### src/rtl/adc_seq_pkg.sv
package adc_seq_pkg;

   typedef enum logic [2:0] {
      ST_IDLE,
      ST_HOLD,
      ST_TRIAL,
      ST_LAST,
      ST_GUARD
   } seq_st_t;

   localparam int ADDR_CTRL = 0;
   localparam int ADDR_FLAG = 1;

   localparam int BIT_EN   = 0;
   localparam int BIT_GO   = 1;
   localparam int BIT_FMT  = 2;
   localparam int BIT_FLAG = 0;
   localparam int BIT_IE   = 1;

endpackage

### src/rtl/adc_seq_regs.sv
module adc_seq_regs
   import adc_seq_pkg::*;
#(
   parameter int BYTE_W = 8,
   parameter int ADDR_W = 2
) (
   input  logic              clk,
   input  logic              rst_n,
   input  logic              wr_en,
   input  logic [ADDR_W-1:0] wr_addr,
   input  logic [BYTE_W-1:0] wr_data,
   input  logic              hw_done,
   output logic              ctrl_wr,
   output logic              flag_wr,
   output logic              en_q,
   output logic              fmt_q,
   output logic              ie_q,
   output logic              flag_q
);

   localparam logic [ADDR_W-1:0] A_CTRL = ADDR_W'(ADDR_CTRL);
   localparam logic [ADDR_W-1:0] A_FLAG = ADDR_W'(ADDR_FLAG);

   logic unused_hi;
   assign unused_hi = ^wr_data[BYTE_W-1:BIT_FMT+1];

   assign ctrl_wr = wr_en && (wr_addr == A_CTRL);
   assign flag_wr = wr_en && (wr_addr == A_FLAG);

   always_ff @(posedge clk or negedge rst_n) begin
      if (!rst_n) begin
         en_q   <= 1'b0;
         fmt_q  <= 1'b0;
         ie_q   <= 1'b0;
         flag_q <= 1'b0;
      end else begin
         if (ctrl_wr) begin
            en_q  <= wr_data[BIT_EN];
            fmt_q <= wr_data[BIT_FMT];
         end
         if (flag_wr) begin
            ie_q <= wr_data[BIT_IE];
         end
         if (hw_done) begin
            flag_q <= 1'b1;
         end else if (flag_wr) begin
            flag_q <= wr_data[BIT_FLAG];
         end
      end
   end

endmodule

### src/rtl/adc_seq_fsm.sv
module adc_seq_fsm
   import adc_seq_pkg::*;
#(
   parameter int RES_W       = 10,
   parameter int GUARD_TICKS = 2
) (
   input  logic             clk,
   input  logic             rst_n,
   input  logic             ctrl_wr,
   input  logic             en_wd,
   input  logic             go_wd,
   input  logic             en_q,
   input  logic             ie_q,
   input  logic             dedicated_clk,
   input  logic             conv_tick,
   input  logic             instr_tick,
   input  logic             sleep_req,
   input  logic             trig_in,
   input  logic             cmp_in,
   output logic             busy_q,
   output logic             done_now,
   output logic [RES_W-1:0] res_q,
   output logic [RES_W-1:0] trial_code,
   output logic             acq_o,
   output logic             timer_rst_q
);

   localparam int IDX_W  = $clog2(RES_W);
   localparam int GCNT_W = $clog2(GUARD_TICKS + 1);
   localparam logic [IDX_W-1:0]  TOP_IDX = IDX_W'(RES_W - 1);
   localparam logic [GCNT_W-1:0] G_LAST  = GCNT_W'(GUARD_TICKS - 1);

   seq_st_t            st_q, st_d;
   logic [IDX_W-1:0]   idx_q, idx_d;
   logic [GCNT_W-1:0]  g_q, g_d;
   logic [RES_W-1:0]   acc_q, acc_d, res_d;
   logic               busy_d, pd_q, pd_d;
   logic               running, start_req, sw_off, sleep_kill, sw_abort;

   assign running    = (st_q == ST_HOLD) || (st_q == ST_TRIAL) || (st_q == ST_LAST);
   assign start_req  = en_q && ((ctrl_wr && go_wd) || trig_in);
   assign sw_off     = (ctrl_wr && !en_wd) || !en_q;
   assign sleep_kill = sleep_req && !dedicated_clk && running;
   assign sw_abort   = ctrl_wr && !go_wd && running;

   always_comb begin
      st_d     = st_q;
      idx_d    = idx_q;
      g_d      = g_q;
      acc_d    = acc_q;
      res_d    = res_q;
      busy_d   = busy_q;
      done_now = 1'b0;
      if (sw_off) begin
         st_d   = ST_IDLE;
         busy_d = 1'b0;
      end else if (sleep_kill) begin
         st_d   = ST_IDLE;
         busy_d = 1'b0;
      end else if (sw_abort) begin
         st_d   = ST_GUARD;
         g_d    = '0;
         busy_d = 1'b0;
      end else begin
         unique case (st_q)
            ST_IDLE: begin
               if (busy_q && !pd_q) begin
                  st_d  = dedicated_clk ? ST_HOLD : ST_TRIAL;
                  idx_d = TOP_IDX;
                  acc_d = '0;
               end else if (start_req) begin
                  busy_d = 1'b1;
               end
            end
            ST_HOLD: begin
               if (instr_tick) st_d = ST_TRIAL;
            end
            ST_TRIAL: begin
               if (conv_tick) begin
                  acc_d[idx_q] = cmp_in;
                  if (idx_q == '0) st_d = ST_LAST;
                  else             idx_d = idx_q - 1'b1;
               end
            end
            ST_LAST: begin
               if (conv_tick) begin
                  res_d    = acc_q;
                  busy_d   = 1'b0;
                  done_now = 1'b1;
                  st_d     = ST_IDLE;
               end
            end
            ST_GUARD: begin
               if (start_req) busy_d = 1'b1;
               if (conv_tick) begin
                  if (g_q == G_LAST) st_d = ST_IDLE;
                  else               g_d = g_q + 1'b1;
               end
            end
            default: st_d = ST_IDLE;
         endcase
      end
   end

   always_comb begin
      if (!sleep_req)              pd_d = 1'b0;
      else if (!dedicated_clk)     pd_d = 1'b1;
      else if (done_now && !ie_q)  pd_d = 1'b1;
      else                         pd_d = pd_q;
   end

   always_ff @(posedge clk or negedge rst_n) begin
      if (!rst_n) begin
         st_q        <= ST_IDLE;
         idx_q       <= '0;
         g_q         <= '0;
         acc_q       <= '0;
         res_q       <= '0;
         busy_q      <= 1'b0;
         pd_q        <= 1'b0;
         timer_rst_q <= 1'b0;
      end else begin
         st_q        <= st_d;
         idx_q       <= idx_d;
         g_q         <= g_d;
         acc_q       <= acc_d;
         res_q       <= res_d;
         busy_q      <= busy_d;
         pd_q        <= pd_d;
         timer_rst_q <= trig_in && en_q;
      end
   end

   logic [RES_W-1:0] probe;
   assign probe      = RES_W'(1) << idx_q;
   assign trial_code = (st_q == ST_TRIAL) ? (acc_q | probe) : acc_q;
   assign acq_o      = en_q && !pd_q && (st_q == ST_IDLE);

endmodule

### src/rtl/adc_seq_fmt.sv
module adc_seq_fmt #(
   parameter int RES_W  = 10,
   parameter int WORD_W = 16
) (
   input  logic [RES_W-1:0]  res,
   input  logic              right_just,
   output logic [WORD_W-1:0] word
);

   localparam int PAD = WORD_W - RES_W;

   logic [WORD_W-1:0] right_w, left_w;

   for (genvar i = 0; i < WORD_W; i++) begin : g_bit
      if (i < RES_W) begin : g_r
         assign right_w[i] = res[i];
      end else begin : g_rz
         assign right_w[i] = 1'b0;
      end
      if (i >= PAD) begin : g_l
         assign left_w[i] = res[i-PAD];
      end else begin : g_lz
         assign left_w[i] = 1'b0;
      end
   end

   assign word = right_just ? right_w : left_w;

endmodule

### src/rtl/adc_sar_seq.sv
module adc_sar_seq
   import adc_seq_pkg::*;
#(
   parameter int RES_W       = 10,
   parameter int BYTE_W      = 8,
   parameter int ADDR_W      = 2,
   parameter int GUARD_TICKS = 2
) (
   input  logic              clk,
   input  logic              rst_n,
   input  logic              wr_en,
   input  logic [ADDR_W-1:0] wr_addr,
   input  logic [BYTE_W-1:0] wr_data,
   input  logic              conv_tick,
   input  logic              instr_tick,
   input  logic              dedicated_clk,
   input  logic              sleep_req,
   input  logic              trig_in,
   input  logic              cmp_in,
   output logic              en_o,
   output logic              busy_o,
   output logic              fmt_o,
   output logic              ie_o,
   output logic              flag_o,
   output logic [BYTE_W-1:0] res_hi,
   output logic [BYTE_W-1:0] res_lo,
   output logic [RES_W-1:0]  trial_code,
   output logic              acq_o,
   output logic              wake_o,
   output logic              timer_rst_o
);

   localparam int WORD_W = 2 * BYTE_W;

   if (RES_W > WORD_W || RES_W < 2) begin : g_bad_res
      $error("RES_W must lie between 2 and twice BYTE_W");
   end
   if (BYTE_W < 3) begin : g_bad_byte
      $error("BYTE_W must hold the control bits");
   end
   if (GUARD_TICKS < 1) begin : g_bad_guard
      $error("GUARD_TICKS must be at least 1");
   end

   logic              ctrl_wr, flag_wr, done_now;
   logic [RES_W-1:0]  res_q;
   logic [WORD_W-1:0] word;

   adc_seq_regs #(
      .BYTE_W (BYTE_W),
      .ADDR_W (ADDR_W)
   ) u_regs (
      .clk     (clk),
      .rst_n   (rst_n),
      .wr_en   (wr_en),
      .wr_addr (wr_addr),
      .wr_data (wr_data),
      .hw_done (done_now),
      .ctrl_wr (ctrl_wr),
      .flag_wr (flag_wr),
      .en_q    (en_o),
      .fmt_q   (fmt_o),
      .ie_q    (ie_o),
      .flag_q  (flag_o)
   );

   adc_seq_fsm #(
      .RES_W       (RES_W),
      .GUARD_TICKS (GUARD_TICKS)
   ) u_fsm (
      .clk           (clk),
      .rst_n         (rst_n),
      .ctrl_wr       (ctrl_wr),
      .en_wd         (wr_data[BIT_EN]),
      .go_wd         (wr_data[BIT_GO]),
      .en_q          (en_o),
      .ie_q          (ie_o),
      .dedicated_clk (dedicated_clk),
      .conv_tick     (conv_tick),
      .instr_tick    (instr_tick),
      .sleep_req     (sleep_req),
      .trig_in       (trig_in),
      .cmp_in        (cmp_in),
      .busy_q        (busy_o),
      .done_now      (done_now),
      .res_q         (res_q),
      .trial_code    (trial_code),
      .acq_o         (acq_o),
      .timer_rst_q   (timer_rst_o)
   );

   adc_seq_fmt #(
      .RES_W  (RES_W),
      .WORD_W (WORD_W)
   ) u_fmt (
      .res        (res_q),
      .right_just (fmt_o),
      .word       (word)
   );

   logic unused_flag_wr;
   assign unused_flag_wr = flag_wr;

   assign res_hi = word[WORD_W-1:BYTE_W];
   assign res_lo = word[BYTE_W-1:0];
   assign wake_o = flag_o && ie_o && sleep_req;

endmodule

### config.mk
export PLATFORM = sky130hd
export DESIGN_NAME = adc_sar_seq
export DESIGN_NICKNAME = d
export VERILOG_FILES = /design/src/rtl/adc_seq_pkg.sv /design/src/rtl/adc_seq_regs.sv /design/src/rtl/adc_seq_fsm.sv /design/src/rtl/adc_seq_fmt.sv /design/src/rtl/adc_sar_seq.sv
export SDC_FILE = /design/constraint.sdc
export NUM_CORES = 1
export LEC_CHECK = 0
export CAP_MARGIN = 20
export CORE_ASPECT_RATIO = 1.75
export CORE_UTILIZATION = 25
export CTS_CLUSTER_DIAMETER = 100
export CTS_CLUSTER_SIZE = 20
export DETAILED_ROUTE_END_ITERATION = 10
export PLACE_DENSITY = 0.53
export SETUP_SLACK_MARGIN = 0.2
export SLEW_MARGIN = 20
export SYNTH_ARGS = -nofsm -noshare
export SYNTH_HDL_FRONTEND = slang
export SYNTH_SLANG_ARGS = --single-unit
### constraint.sdc
create_clock -name clk -period 1.9 [get_ports clk]
set_input_delay 0.38 -clock clk [delete_from_list [all_inputs] [get_ports clk]]
set_output_delay 0.38 -clock clk [all_outputs]
set_load 0.005 [all_outputs]
Yosys cells after proc, flatten, opt, wreduce, memory -nomap -nowiden --
Cells that the tools add are included.
Cells by class: add/subtract/negate cells 2, order comparisons 2, eq/ne operators 19, shifts and indexed selects 1, multiplexer cells 45, bitwise gates (word level) 4, reduce and logical (&&, ||, !) cells 41
Operator list (number):
- $mux 10 | 3
- $mux 3 | 10
- $ne 5x2->1 const B | 6
- $pmux 10 s2 | 1
- $logic_and 1x1->1 | 17
- $mux 1 | 17
- $mux 16 | 1
- $pmux 3 s5 | 1
- $reduce_and 7->1 | 2
- $mux 4 | 3
- $bwmux 10 | 1
- $mux 2 | 5
- $ne 5x1->1 const B | 2
- $or 10x10->10 | 1
- $reduce_and 5->1 | 2
- $shl 1x4->10 const A | 1
- $pmux 4 s2 | 1
- $reduce_bool 2->1 | 4
- $eq 3x2->1 const B | 2
- $logic_not 1->1 | 6
- $reduce_and 6->1 | 1
- $reduce_bool 6->1 | 1
- $lt 4x5->1 const B | 1
- $demux 1 s4 | 1
- 16 further kinds | 24
Word-level totals: flip-flop bits (word level) 36, input port bits 19, output and inout port bits 34, logic and storage cells 126

Logic depth before layout (Yosys ltp) --
depth in word-level cells 11, mapped depth 8

Hierarchy --
From an unflattened synthesis, not the netlist that was laid out.
Second synthesis, totals: cell total of the unflattened synthesis 223, area total of the unflattened synthesis 2283.4 um2
By module, submodules not included:
- adc_seq_fsm | times used 1, cells each 192, area an instance 1946.9 um2, sequential area each 800.8 um2
- adc_seq_regs | times used 1, cells each 12, area an instance 172.7 um2, sequential area each 100.1 um2
- adc_seq_fmt | times used 1, cells each 18, area an instance 157.7 um2, sequential area each 0.0 um2
- adc_sar_seq | times used 1, cells each 1, area an instance 6.3 um2, sequential area each 0.0 um2

Least setup slack after synthesis --
No wires, ideal clock.
kind reg-to-reg, start reg u_fsm.idx_q[0], end reg u_fsm.st_q[0], arrival time 2.057 ns, required time 1.823 ns, path slack -0.234 ns, cell stages (with the launch flop) 9, buffers on the path 1, period minus slack after synthesis 2.134 ns, path through dfrtp_1 inv_1 ha_1 buf_4 or3b_1 a21oi_1 o221ai_2 or4_1 a21oi_1
Between the ends: word-level cells in the longest chain between the ends 3
RTL lines:
- start: declaration | RTL line adc_seq_fsm.sv:34 | logic [IDX_W-1:0] idx_q, idx_d;
- start signal: assignment | RTL line adc_seq_fsm.sv:124 | idx_q <= idx_d;
- $logic_not 4->1 | RTL line adc_seq_fsm.sv:81 | if (idx_q == '0) st_d = ST_LAST;
- $ne 5x2->1 (no line)
- $reduce_and 7->1 (no line)
- end signal: assignment | RTL line adc_seq_fsm.sv:123 | st_q <= st_d;
- end: declaration | RTL line adc_seq_fsm.sv:33 | seq_st_t st_q, st_d;
No other way between the ends. A chain may end at the register's enable or synchronous reset.

Worst setup path in the final report --
start reg u_fsm.st_q[0], end out trial_code[4]
Between the ends: word-level cells in the longest chain between the ends 2
RTL lines:
- $eq 3x2->1 | RTL line adc_seq_fsm.sv:136 | assign trial_code = (st_q == ST_TRIAL) ? (acc_q | probe) : acc_q;
- $mux 10 | RTL line adc_seq_fsm.sv:136
- end: declaration | RTL line adc_sar_seq.sv:27 | output logic [RES_W-1:0] trial_code,
No other way between the ends.

==> impl_metrics.ini <==
[run_status]
outcome = finished with violations
violations = negative setup slack

[finish]
fillCellCount = 801
final_area_um2 = 4005
antenna_cells = 0
syn_to_final_growth_pct = 83.65
fin_nets = 381
drive_above_1_share = 0.5994

[sta]
worstMarginPinSlew_ns = 0.4948
layout_setup_ws_ns = -0.1589
setup_viol = 27
fin_crit_sh = 1.084
skew_ns = 0.007954
finalMaxSlewViolations = 0
finalHoldViolations = 0
max-slew-margin-rel = 0.6701
clock.fmax_mhz = 485.7
fin_crit_ns = 2.059
rsz0062_at_grt = true

[logic_synthesis]
synthSimpleGateAreaFrac = 0.2306
synth.cell_area_um2 = 2181
ys_top_cells_by_count = 36 x dfrtp_1, 20 x o21ai_0, 19 x a21oi_1
synth.most_common_cell = dfrtp_1
synth_top_family_by_area = simple AND/OR/NAND/NOR gates
synth_cells = 217
synth_compound_area_frac = 0.1830
async_flop_share = 1.000
yosys.cell_types.count = 52
synth_top_flop_cell = dfrtp_1
synth.ff_latch_count = 36
yosys_warnings = 0
muxShareOfSynthArea = 0.1038
synth_top_area_cell = dfrtp_1
synth_fa_ha_area_frac = 0.03442
ys_seq_area_frac = 0.4131
synthXorXnorAreaFrac = 0.004016
synth-edff-count = 0
yosysTopAreaCellShare = 0.4131
synthTopCellsByArea = dfrtp_1 41%, mux2_4 6.9%, o21ai_0 4.6%
syn_nets = 242
synth_area_per_cell_um2 = 10.05

[clock_network]
cts.path.max_buffers = 2
hold_buffers = 0
htreeDepth = 2
clk-insertion-delay-late_ns = 0.29
root_buffer = clkbuf_16
cts.sinks = 36
cts_tree = built
numCtsBuffers = 5
clk_pin_slew_ns = 0.06

[run]
cap_violations = 0

[detailed_routing]
first_iter_violations = 123
wl_per_cell_um = 15.46
vias_per_cell = 4.627
final_antenna_net_count = 0
drt_pass1_iterations = 4
drcViolationCount = 0
vias = 2184
wirelength_um = 7297

[critical_path]
critPathMaxFanout = 3
cp_cell_sequence = or3b_4, nor2_4, buf_6, buf_6, a21o_1, buf_2
crit_arrival_ns = 1.68
path_class = reg -> out
end_kind = output port
crit_slowest_cell = or3b_4
slowest_delay_ns = 0.44
cp-start-kind = flop
crit_required_ns = 1.52
r2r_start = u_fsm.st_q[2]
cp_common_cell = buf_6
r2r_slack_ns = -0.09
startpoint = u_fsm.st_q[0]

[placed_design]
place_congestion = 0.8128
dp_hpwl_um = 4839
pre_cts_ws_ns = -0.5495
io_buffers = 47
placed_cell_area_um2 = 3173

[floorplanning]
initial_core_util = 0.2606
die_h_um = 125.6
die_area_um2 = 9115
core_area_um2 = 8368
fp.dieW_um = 72.60
ios = 53
rows = 44

[global_routing]
grt_pass1_vias = 2348
grt_usage = 0.1690
grt_overflow = 0
antenna_found_initial = 0
grt_pass1_wl_um = 11590
grt_max_degree = 37

[power_and_ir_drop]
vdd_ir_drop_max_v = 0.0003721
power.leakage_uw = 0.001857
p_per_area_nw_per_um2 = 749.1

[worst_hold_path]
min_path_type = in -> async
==> metal layers <==
metal | track usage | routed length [um]
met1 | 0.1709 | 2654
met2 | 0.3249 | 4239
met3 | 0.02659 | 156
met4 | 0.07497 | 246
met5 | 0 | 0
==> report_power, final <==
group	total [uW]	internal, uW	switching, uW
combinational	1270	677	592
sequential	908	835	73.2
clock	822	483	339
==> logic make-up after synthesis <==
kind of cell | after synthesis
buffers and inverters | 15
flip-flops | 36
multiplexers | 17
AND/OR/NAND/NOR | 80
AO/OA/AOI/OAI | 62
XOR/XNOR | 1
adder cells (fa/ha/maj) | 6
==> sequential cells by signal, indices dropped and copies added, names as in the netlist <==
name               flops
u_fsm.acc_q           10
u_fsm.res_q           10
u_fsm.idx_q            4
u_fsm.st_q             3
u_fsm.g_q              2
u_fsm.busy_q           1
u_fsm.pd_q             1
u_fsm.timer_rst_q      1
u_regs.en_q            1
u_regs.flag_q          1
u_regs.fmt_q           1
u_regs.ie_q            1
==> what timing repair did <==
item | 4_1_cts | 5_1_grt
cloned | 3 | 0
resized for setup | 181 | 64
pin swaps | 32 | 13
setup buffers | 33 | 6
setup endpoints to repair | 61 | 53
==> worst paths after layout <==
check,endpoint,cells past startpoint
worst min register to register,u_fsm.g_q[0],1
worst min-delay path,u_fsm.acc_q[8],2
max in group asynchronous,u_regs.en_q,2
worst max-delay path,trial_code[4],6
worst max register to register,u_fsm.idx_q[3],7
min in group clk,u_fsm.g_q[0],1
==> critical path, delay by kind of cell, from the launching register on <==
family / cells / cell delay [ns]
flip-flops: 1 / 0.39
AND/OR/NAND/NOR: 2 / 0.55
buffers and inverters: 3 / 0.31
AO/OA/AOI/OAI: 1 / 0.13
==> placed cells by master (no fill, tap or decap), types with 4 or more instances in the layout <==
cell type,count
o21ai_2,14
or3b_4,4
o21bai_1,4
a21bo_2,4
nor2b_1,9
a21o_1,5
nor2_4,6
o21ai_1,6
ha_1,5
dfrtp_1,34
clkdlybuf4s50_1,12
and2_4,4
mux2_4,14
buf_2,20
clkbuf_16,5
a21oi_1,15
buf_6,38
buf_4,59
nor2_1,6
nand2_1,15
==> cell type report <==
type | instances | area [um^2] | area share
Clock buffer | 5 | 125.1 | 0.03124
Clock inverter | 3 | 18.77 | 0.004686
Inverter | 5 | 18.77 | 0.004686
Multi-Input combinational cell | 168 | 1563 | 0.3902
Sequential cell | 36 | 903.4 | 0.2256
Tap cell | 115 | 143.9 | 0.03593
Timing Repair Buffer | 140 | 1232 | 0.3077
==> per-stage QoR <==
stage	instances	power, uW	hold WS, ns	util	setup TNS [ns]
floorplan	217	1353	0.08441	-	-0.3521
global placement	422	1861	0.4660	0.3792	-15.02
detailed placement	422	1876	0.4652	0.3792	-16.18
CTS	466	2924	0.1575	0.4522	-1.320
global route	472	3164	0.1772	0.4786	-2.379
finish	472	3000	0.1309	0.4786	-1.445
No activity file was read; power rests on OpenSTA's default activity.
